===== src/rtl/tcmp_access_resolver.sv =====
module tcmp_access_resolver #(
  parameter int NUM_PAIRS = 8,
  parameter bit OUT_REG   = 1'b1
) (
  input  logic       clk,
  input  logic       rst_n,
  input  logic       req_valid,
  input  logic [2:0] op2,
  input  logic [3:0] crm,
  input  logic       is_write,
  input  logic [1:0] cur_el,
  input  logic       el3_present,
  input  logic       el2_enabled,
  input  logic       fg_present,
  input  logic       el3_fg_enable,
  input  logic       el3_trace_trap,
  input  logic       el3_undef_early,
  input  logic       el3_undef_late,
  input  logic       el2_trace_trap,
  input  logic       el1_trace_trap,
  input  logic       fg_read_trap,
  input  logic       fg_write_trap,
  input  logic       tbuf_present,
  input  logic       os_lock,
  input  logic       halt_allowed,
  input  logic       dbg_trace_trap,
  input  logic       el1_narrow,
  output logic       rsp_valid,
  output logic [2:0] decision,
  output logic [1:0] target_el,
  output logic [5:0] syndrome_ec,
  output logic [3:0] reg_index
);

  localparam int         LIMIT   = 2 * NUM_PAIRS;
  localparam logic [5:0] TRAP_EC = 6'h18;
  localparam logic [2:0] D_ACC   = 3'd0;
  localparam logic [2:0] D_UND   = 3'd1;
  localparam logic [2:0] D_TRP   = 3'd2;
  localparam logic [2:0] D_HLT   = 3'd3;

  logic [3:0] idx;
  logic       unused_bits;
  logic       idx_bad;
  logic       early_und;
  logic       el3_hit;
  logic       fg_hit;
  logic       halt_hit;
  logic [2:0] c_dec;
  logic [1:0] c_tgt;
  logic [5:0] c_ec;

  assign idx         = {op2[0], crm[3:1]};
  assign unused_bits = ^{op2[2:1], crm[0]};
  assign idx_bad     = int'(idx) >= LIMIT;
  assign early_und   = el3_present && el3_undef_early && el3_trace_trap;
  assign el3_hit     = el3_present && el3_trace_trap;
  assign fg_hit      = el2_enabled && fg_present && (!el3_present || el3_fg_enable)
                       && (is_write ? fg_write_trap : fg_read_trap);
  assign halt_hit    = tbuf_present && !os_lock && halt_allowed && dbg_trace_trap;

  always_comb begin
    c_dec = D_ACC;
    c_tgt = 2'd0;
    if (idx_bad) begin
      c_dec = D_UND;
    end else begin
      unique case (cur_el)
        2'd0: c_dec = D_UND;
        2'd1: begin
          if (early_und)                          c_dec = D_UND;
          else if (el1_trace_trap)                begin c_dec = D_TRP; c_tgt = 2'd1; end
          else if (el2_enabled && el2_trace_trap) begin c_dec = D_TRP; c_tgt = 2'd2; end
          else if (fg_hit)                        begin c_dec = D_TRP; c_tgt = 2'd2; end
          else if (el3_hit) begin
            if (el3_undef_late) c_dec = D_UND;
            else begin c_dec = D_TRP; c_tgt = 2'd3; end
          end
          else if (halt_hit)                      c_dec = D_HLT;
        end
        2'd2: begin
          if (early_und)           c_dec = D_UND;
          else if (el2_trace_trap) begin c_dec = D_TRP; c_tgt = 2'd2; end
          else if (el3_hit) begin
            if (el3_undef_late) c_dec = D_UND;
            else begin c_dec = D_TRP; c_tgt = 2'd3; end
          end
          else if (halt_hit && !el1_narrow) c_dec = D_HLT;
        end
        default: begin
          if (el3_trace_trap)               begin c_dec = D_TRP; c_tgt = 2'd3; end
          else if (halt_hit && !el1_narrow) c_dec = D_HLT;
        end
      endcase
    end
    c_ec = (c_dec == D_TRP) ? TRAP_EC : 6'd0;
  end

  generate
    if (OUT_REG) begin : g_reg
      always_ff @(posedge clk or negedge rst_n) begin
        if (!rst_n) begin
          rsp_valid   <= 1'b0;
          decision    <= D_ACC;
          target_el   <= 2'd0;
          syndrome_ec <= 6'd0;
          reg_index   <= 4'd0;
        end else begin
          rsp_valid <= req_valid;
          if (req_valid) begin
            decision    <= c_dec;
            target_el   <= c_tgt;
            syndrome_ec <= c_ec;
            reg_index   <= idx;
          end
        end
      end
    end else begin : g_comb
      assign rsp_valid   = req_valid;
      assign decision    = c_dec;
      assign target_el   = c_tgt;
      assign syndrome_ec = c_ec;
      assign reg_index   = idx;
    end
  endgenerate

endmodule



===== config.mk =====
export PLATFORM = sky130hd
export DESIGN_NAME = tcmp_access_resolver
export DESIGN_NICKNAME = d
export VERILOG_FILES = /design/src/rtl/tcmp_access_resolver.sv
export SDC_FILE = /design/constraint.sdc
export NUM_CORES = 1
export LEC_CHECK = 0
export ABC_AREA = 1
export CAP_MARGIN = 30
export CORE_ASPECT_RATIO = 0.7
export CORE_MARGIN = 10
export CORE_UTILIZATION = 40
export CTS_CLUSTER_DIAMETER = 150
export DETAILED_ROUTE_END_ITERATION = 8
export DONT_BUFFER_PORTS = 1
export GPL_TIMING_DRIVEN = 1
export PLACE_DENSITY = 0.61
export SLEW_MARGIN = 20
export SYNTH_ARGS = -nofsm -noshare
export SYNTH_HDL_FRONTEND = slang
export SYNTH_SLANG_ARGS = --single-unit

===== constraint.sdc =====
create_clock -name clk -period 0.9 [get_ports clk]
set_clock_uncertainty 0.15 [all_clocks]
set_input_delay 0.045 -clock clk [delete_from_list [all_inputs] [get_ports clk]]
set_output_delay 0.045 -clock clk [all_outputs]
set_load 0.02 [all_outputs]

==> results of run 1 <==
==> layout make-up <==
| class | instances | area share |
|---|---|---|
| clock buffers | 3 | 0.0226 |
| inverters | 23 | 0.0916 |
| multi-input cells | 84 | 0.409 |
| flip-flops and latches | 10 | 0.252 |
| well taps | 22 | 0.0276 |
| repair buffers | 19 | 0.197 |
==> kinds of logic (layout without fill, tap and decap cells) <==
logic type | count (synthesis) | in the layout | share of synthesized area
AO/OA/AOI/OAI | 8 | 8 | 0.0594
buffers and inverters | 30 | 45 | 0.180
flip-flops | 10 | 10 | 0.330
other | 1 | 5 | 0.00495
AND/OR/NAND/NOR | 71 | 71 | 0.426
==> routing by layer <==
layer	global-route usage	vias up	part of all wire
met3	0.0509	5	0.063
met4	0.0413	0	0.015
li1	-	390	-
met2	0.181	22	0.51
met5	0	-	0
met1	0.110	340	0.41
==> metrics by stage <==
| step | cell area (sq um) | setup TNS [ps] | power (mW) | hold slack (ps) |
|---|---|---|---|---|
| after floorplan | 795 | -13.0 | 0.783 | -401 |
| after global placement | 847 | -265 | 0.851 | -400 |
| after detailed placement | 847 | -414 | 0.858 | -400 |
| after CTS | 977 | -905 | 1.23 | -350 |
| after global routing | 997 | -1370 | 1.33 | -368 |
| final | 997 | -888 | 1.24 | -344 |
==> repair_timing <==
action / in CTS / in global routing
endpoints found under the setup margin: 11 / 14
pin swaps: 0 / 1
gates resized for setup: 10 / 4
setup buffers: 3 / 1
endpoints found under the hold margin: 20 / 10
==> where the power goes <==
group	internal, mW	switching [mW]	leakage [nW]
clock	0.154	0.138	0.0138
sequential	0.494	0.0353	0.122
combinational	0.191	0.225	0.435
==> final timing paths <==
path,end,slack (ps),cells after the start
max,syndrome_ec[4],-100,1
min,rsp_valid,-340,0
max reg2reg,reg_index[3],-20,3
min reg2reg,reg_index[0],340,2
max in group asynchronous,rsp_valid,260,1
min in group asynchronous,decision[1],10,1
==> worst reg2reg max path, stage by stage (launching register included) <==
cell and delay [ps]:
dfrtp_1 400, buf_4 140, nand2_1 60, nand2_1 60
==> cell usage in the layout, fill, tap and decap left out, drive strengths merged <==
master / instances
nand2: 45
inv: 21
nand3: 15
buf: 14
dfrtp: 10
nor2: 9
conb: 5
dlygate4sd3: 5
o21ai: 5
clkbuf: 3
nand4: 2
clkinv: 2
a21oi: 2
a31oi: 1
==> state kept, by name (all words and copies together) (netlist names) <==
register	count
reg_index	4
rsp_valid	1
decision	2
target_el	2
syndrome_ec	1
==> flow_metrics.py, run 1 <==
metrics = {
    "placement": {
        "post-place-ws_ps": -134,
        "dp_cells": 149,
        "portBuffers": 0,
        "gp_congestion": 0.811,
        "hpwl_microns": 1650,
    },
    "route": {
        "wirelength_microns": 2030,
        "dr.pass1.iters": 4,
        "drc": 0,
        "ant_nets": 0,
        "vias": 757,
        "drt_iter0_markers": 39,
        "wl_per_cell_microns": 12.6,
        "via_per_inst": 4.70,
    },
    "critical_path": {
        "startpoint_type": "flip-flop",
        "end_kind": "output pin",
        "cpLargestDelayFamily": "flip-flops",
        "path_buf_inv": 1,
        "crit_type": "flip-flop to output pin",
        "cp_slowest_cell": "dfrtp_1",
        "path_cells": "buf_6",
        "worstPathRequired_ps": 700,
        "cp.arrival_ps": 800,
        "reg2reg_from": "reg_index[3]",
        "slowest_delay_ps": 390,
        "cp_max_fo": 2,
        "crit_path_start": "syndrome_ec[3]",
    },
    "synth": {
        "synth_edf_count": 0,
        "yosysWarnings": 0,
        "yosysTopAreaCellShare": 0.330,
        "syn_inst": 120,
        "async_flop_share": 1.00,
        "yosys-top-cells-area": "dfrtp_1 (33%), nand2_1 (20%), inv_1 (9.4%)",
        "yosys.cell_count.top_type": "nand2_1",
        "synth.distinct_cells": 19,
        "synth_top_area_cell": "dfrtp_1",
        "ys_ff_latch": 10,
        "ys.flop_type": "dfrtp_1",
        "avgSynthCellArea_sq_um": 6.32,
        "synth-seq-area-share": 0.330,
        "synth_common_cells": "nand2_1 (41), inv_1 (19), nand3_1 (11), dfrtp_1 (10), nor2_1 (8)",
        "syn_area_sq_um": 758,
    },
    "cells_and_area": {
        "multi_input_area_sq_um": 408,
        "area_growth_pct": 31.5,
        "antennaDiodeCount": 0,
        "post-route-util": 0.547,
        "regArea_sq_um": 251,
        "drive_above_1_share": 0.245,
        "fill_cells": 180,
        "fin_cells": 161,
        "final_nets": 170,
    },
    "timing": {
        "whs_ps": -344,
        "fmax_ghz": 1.00,
        "drv_slew": 0,
        "rsz0062_at_grt": "true",
        "hold_viol": 10,
        "setup_slack_ps": -98.0,
        "setup_viol": 12,
        "fin_crit_ps": 998,
        "post-route-period-util": 1.11,
    },
    "global_route": {
        "grt_max_degree": 12,
        "antenna_found_initial": 0,
        "grt_first_pass_wirelength_microns": 3550,
        "grt_util_all_layers": 0.106,
        "grt_overflow": 0,
        "grt_pass1_vias": 812,
    },
    "power_and_ir_drop": {
        "p_leak_nw": 0.571,
        "powerDensity_nw_per_um2": 1240,
        "vdd_drop_max_mv": 0.859,
    },
    "die": {
        "rows": 13,
        "start_util": 0.416,
        "die_h_microns": 56.4,
        "die_area_sq_um": 4060,
        "die_w_microns": 72.0,
        "coreArea_sq_um": 1820,
        "io_pins": 45,
    },
    "hold_path": {
        "hold_start": "req_valid",
        "min_path_type": "primary input to flip-flop",
    },
    "clocking": {
        "clk_pin_slew_worst_paths_ps": 60,
        "worstSkewPairLatency_ps": 260,
        "cts_tree": "built",
        "htreeDepth": 1,
        "clockBufferDepth": 2,
        "numCtsBuffers": 3,
        "cts_sinks": 10,
        "cts.root.buffer_cell": "clkbuf_4",
        "holdBufCountCts": 5,
    },
    "status": {
        "status": "finished, violations left",
        "violations": "hold timing, setup timing",
    },
    "run": {
        "maxCapViolCount": 0,
    },
}
Power figures use the tool's default switching activity.
==> run 2: changes to the inputs <==
Settings changed: CORE_ASPECT_RATIO 0.7 to unset, CORE_UTILIZATION 40 to 54, PLACE_DENSITY 0.61 to 0.76.
==> run 2 against run 1 <==
Compared with the run above: the flow still finishes with violations (hold timing, setup timing); highest routed layer is now met3; sequential power about the same; critical path depth did not move; sequential share of layout area rose by 0.19 points; largest power group unchanged.
==> flow_metrics.py, run 2 (synthesized netlist as in run 1, its figures left out) <==
metrics = {
    "status": {
        "violations": "hold timing, setup timing",
        "status": "finished, violations left",
    },
    "clocking": {
        "numCtsBuffers": 3,
        "clk_pin_slew_worst_paths_ps": 60,
        "cts_tree": "built",
        "worstSkewPairLatency_ps": 260,
        "holdBufCountCts": 5,
        "cts_sinks": 10,
        "htreeDepth": 1,
        "clockBufferDepth": 2,
        "cts.root.buffer_cell": "clkbuf_4",
    },
    "critical_path": {
        "cp.arrival_ps": 800,
        "startpoint_type": "flip-flop",
        "slowest_delay_ps": 400,
        "path_cells": "buf_6",
        "cp_max_fo": 2,
        "crit_type": "flip-flop to output pin",
        "reg2reg_to": "target_el[1]",
        "r2r_slack_ps": -20,
        "end_kind": "output pin",
        "rr_worst_depth": 3,
        "path_buf_inv": 1,
        "reg2reg_from": "target_el[1]",
        "cp_slowest_cell": "dfrtp_1",
        "cpLargestDelayFamily": "flip-flops",
        "worstPathRequired_ps": 700,
    },
    "timing": {
        "fmax_ghz": 1.01,
        "post-route-period-util": 1.10,
        "fin_crit_ps": 992,
        "hold_viol": 10,
        "setup_viol": 12,
        "setup_slack_ps": -92.0,
        "whs_ps": -339,
        "rsz0062_at_grt": "true",
        "drv_slew": 0,
    },
    "cells_and_area": {
        "post-route-util": 0.751,
        "final_common_cell": "nand2_1",
        "top_register": "reg_index",
        "area_growth_pct": 30.5,
        "largest_register_ffs": 4,
        "antennaDiodeCount": 0,
        "regArea_sq_um": 251,
        "multi_input_area_sq_um": 405,
        "final_nets": 171,
        "drive_above_1_share": 0.243,
        "reg.largest.list": "reg_index x4, decision x2, target_el x2",
        "finalInstanceArea_sq_um": 990,
        "layout_common_cells": "nand2_1 (40), inv_1 (19), nand3_1 (11)",
        "fill_cells": 117,
    },
    "global_route": {
        "grt_util_all_layers": 0.123,
        "antenna_found_initial": 0,
        "grt_first_pass_wirelength_microns": 3440,
        "grt_max_degree": 12,
        "grt_pass1_vias": 819,
        "grt_overflow": 0,
    },
    "die": {
        "die_area_sq_um": 3300,
        "die_w_microns": 57.5,
        "die_h_microns": 57.5,
        "rows": 13,
        "coreArea_sq_um": 1320,
        "io_pins": 45,
        "start_util": 0.575,
    },
    "power_and_ir_drop": {
        "vdd_drop_max_mv": 0.986,
        "powerDensity_nw_per_um2": 1250,
        "p_leak_nw": 0.574,
    },
    "route": {
        "ant_nets": 0,
        "drt_iter0_markers": 15,
        "drc": 0,
        "wirelength_microns": 2090,
        "wl_per_cell_microns": 13.5,
        "dr.pass1.iters": 4,
        "vias": 771,
        "via_per_inst": 4.97,
    },
    "placement": {
        "gp_congestion": 0.854,
        "portBuffers": 0,
        "hpwl_microns": 1620,
        "postPlaceCellArea_sq_um": 838,
    },
    "hold_path": {
        "hold-path-endpoint": "rsp_valid",
        "hold_start": "req_valid",
        "min_path_type": "primary input to flip-flop",
        "holdPathStages": 0,
    },
    "run": {
        "maxCapViolCount": 0,
    },
}
run 2: cell types whose count changed in the layout (fill, tap and decap cells not counted):
cell     delta
buf_6       -1
nor2_2      +1
buf_4       +2
nor2_1      -1
nand2_1     +2
nand2_2     -2
run 2: metal layers:
metal  vias up  wire, microns  track usage
met5         -              0            0
met4         0              0            0
met3         0            251       0.0730
met2        30           1030        0.209
met1       347            810        0.138
li1        394              -            -
run 2: cell type report:
type	instances	area share
inverter	23	0.0923
sequential	10	0.254
timing repair buffer	20	0.202
multi-input combinational	84	0.410
tap	15	0.0190
clock buffer	3	0.0228
run 2: how the worst max path moves through the flow:
stage                              start        endpoint  slack, ps  depth (start not counted)
after floorplan               fg_present  syndrome_ec[3]        -10                         10
after global routing      syndrome_ec[3]  syndrome_ec[3]       -130                          1
final                       reg_index[3]    reg_index[3]        -90                          1
after CTS                 syndrome_ec[3]  syndrome_ec[4]        -90                          1
after global placement     el3_fg_enable  syndrome_ec[3]        -60                         10
after detailed placement    fg_read_trap     decision[1]        -80                         10
run 2: per-stage QoR:
step | power [mW] | TNS, ps | instances | hold slack [ps] | setup slack, ps
after floorplan | 0.783 | -13.0 | 124 | -401 | -13.0
after global placement | 0.849 | -149 | 142 | -400 | -61.5
after detailed placement | 0.858 | -260 | 142 | -400 | -84.9
after CTS | 1.23 | -802 | 154 | -341 | -85.2
after global routing | 1.33 | -1290 | 155 | -357 | -127
final | 1.24 | -869 | 155 | -339 | -92.0
run 2: where the power goes:
| group | internal [mW] | switching, mW | total (mW) |
|---|---|---|---|
| Sequential | 0.494 | 0.0341 | 0.528 |
| Combinational | 0.193 | 0.226 | 0.419 |
| Clock | 0.154 | 0.141 | 0.294 |
run 2: repair_timing:
action,in CTS,in global routing
setup buffers,4,1
resized for setup,10,2
pin swaps,1,0
hold endpoints to repair,20,10
cloned,0,0
endpoints found under the setup margin,11,15
==> run 3: changes to the inputs <==
Settings changed: PLACE_DENSITY 0.76 to 0.69.
==> run 3 against run 2 <==
Compared with the run above: count of clock-buffer cells in the layout rose by 1; clock power rose by 38%; critical path type unchanged; final cell count fell by 0.65%; combinational power fell by 2%; die area did not move; the flow still finishes with violations (hold timing, setup timing); highest routed layer is now met4; largest power group unchanged; power rose by 8.3%; design area rose by 0.13%.
==> flow_metrics.py, run 3 (synthesized netlist as in run 1, its figures left out) <==
metrics = {
    "die": {
        "die_w_microns": 57.5,
        "coreArea_sq_um": 1320,
        "start_util": 0.575,
        "rows": 13,
        "io_pins": 45,
        "die_h_microns": 57.5,
        "die_area_sq_um": 3300,
    },
    "route": {
        "dr.pass1.iters": 4,
        "via_per_inst": 4.94,
        "vias": 760,
        "ant_nets": 0,
        "drt_iter0_markers": 16,
        "wirelength_microns": 2050,
        "drc": 0,
        "wl_per_cell_microns": 13.3,
    },
    "clocking": {
        "htreeDepth": 1,
        "worstSkewPairLatency_ps": 270,
        "cts.root.buffer_cell": "clkbuf_4",
        "cts_tree": "built",
        "clockBufferDepth": 2,
        "holdBufCountCts": 5,
        "cts_sinks": 10,
        "clk_pin_slew_worst_paths_ps": 60,
        "numCtsBuffers": 3,
    },
    "cells_and_area": {
        "layout_common_cells": "nand2_1 (38), inv_1 (19), nand3_1 (11)",
        "drive_above_1_share": 0.245,
        "post-route-util": 0.752,
        "final_nets": 169,
        "reg.largest.list": "reg_index x4, decision x2, target_el x2",
        "final_common_cell": "nand2_1",
        "finalInstanceArea_sq_um": 991,
        "largest_register_ffs": 4,
        "antennaDiodeCount": 0,
        "top_register": "reg_index",
        "area_growth_pct": 30.7,
        "fin_cells": 154,
        "fill_cells": 114,
    },
    "critical_path": {
        "path_cells": "buf_6",
        "slowest_delay_ps": 390,
        "cpLargestDelayFamily": "flip-flops",
        "reg2reg_from": "syndrome_ec[3]",
        "crit_type": "flip-flop to output pin",
        "rr_worst_depth": 4,
        "cp_max_fo": 2,
        "startpoint_type": "flip-flop",
        "reg2reg_to": "syndrome_ec[3]",
        "end_kind": "output pin",
        "path_buf_inv": 1,
        "worstPathRequired_ps": 700,
        "cp_slowest_cell": "dfrtp_1",
        "r2r_slack_ps": -80,
        "cp.arrival_ps": 810,
    },
    "hold_path": {
        "holdPathStages": 0,
        "hold-path-endpoint": "rsp_valid",
        "hold_start": "req_valid",
        "min_path_type": "primary input to flip-flop",
    },
    "global_route": {
        "grt_first_pass_wirelength_microns": 3370,
        "grt_util_all_layers": 0.127,
        "antenna_found_initial": 0,
        "grt_pass1_vias": 778,
        "grt_overflow": 0,
        "grt_max_degree": 12,
    },
    "timing": {
        "fin_crit_ps": 1010,
        "whs_ps": -355,
        "post-route-period-util": 1.12,
        "setup_slack_ps": -109,
        "fmax_ghz": 0.991,
        "hold_viol": 20,
        "setup_viol": 12,
        "rsz0062_at_grt": "true",
        "drv_slew": 0,
    },
    "status": {
        "status": "finished, violations left",
        "violations": "hold timing, setup timing",
    },
    "power_and_ir_drop": {
        "vdd_drop_max_mv": 1.05,
        "p_leak_nw": 0.572,
        "total_power_mw": 1.34,
        "powerDensity_nw_per_um2": 1360,
    },
    "placement": {
        "dp_cells": 142,
        "gp_congestion": 0.838,
        "post-place-ws_ps": -97.4,
        "portBuffers": 0,
        "postPlaceCellArea_sq_um": 838,
        "hpwl_microns": 1570,
    },
    "run": {
        "maxCapViolCount": 0,
    },
}
-- run 3: changes by cell type in the layout (fill, tap and decap cells not counted), sizes merged --
cell / delta
buf: -2
clkbuf: +1
-- run 3: layout make-up --
type | instances | area, sq um | share of cell area
timing repair buffer | 18 | 185 | 0.187
sequential | 10 | 251 | 0.254
tap | 15 | 18.8 | 0.0189
multi-input combinational | 84 | 408 | 0.412
inverter | 23 | 91.3 | 0.0922
clock buffer | 4 | 36.3 | 0.0366
-- run 3: per-layer routing --
metal / GRT usage / vias up / wire [microns]
met4: 0.0705 / 0 / 42
met2: 0.192 / 27 / 908
met1: 0.138 / 335 / 862
met5: 0 / - / 0
li1: - / 394 / -
met3: 0.0708 / 4 / 233
-- run 3: what timing repair did --
action,4_1_cts,5_1_grt
endpoints found under the hold margin,20,10
resized for setup,10,3
pin swaps,0,1
setup buffers,1,2
setup endpoints to repair,11,13
-- run 3: per-stage QoR --
| stage | hold WS, ps | setup TNS, ps |
|---|---|---|
| floorplan | -401 | -13.0 |
| global placement | -400 | -195 |
| detailed placement | -400 | -305 |
| CTS | -365 | -1040 |
| global route | -380 | -1470 |
| finish | -355 | -1040 |
-- run 3: worst max path at each step --
stage | start | end | slack [ps] | cells after the start
6_report | syndrome_ec[3] | syndrome_ec[4] | -110 | 1
2_1_floorplan | fg_present | syndrome_ec[3] | -10 | 10
3_5_place_dp | el3_fg_enable | syndrome_ec[3] | -100 | 10
3_3_place_gp | el3_fg_enable | syndrome_ec[3] | -80 | 10
4_1_cts | syndrome_ec[3] | syndrome_ec[4] | -110 | 1
5_1_grt | syndrome_ec[3] | syndrome_ec[4] | -140 | 1
-- run 3: report_power, final --
| group | internal (mW) | total [mW] | switching [mW] |
|---|---|---|---|
| Sequential | 0.494 | 0.527 | 0.0330 |
| Clock | 0.246 | 0.407 | 0.161 |
| Combinational | 0.184 | 0.411 | 0.226 |
| Total | 0.925 | 1.34 | 0.420 |
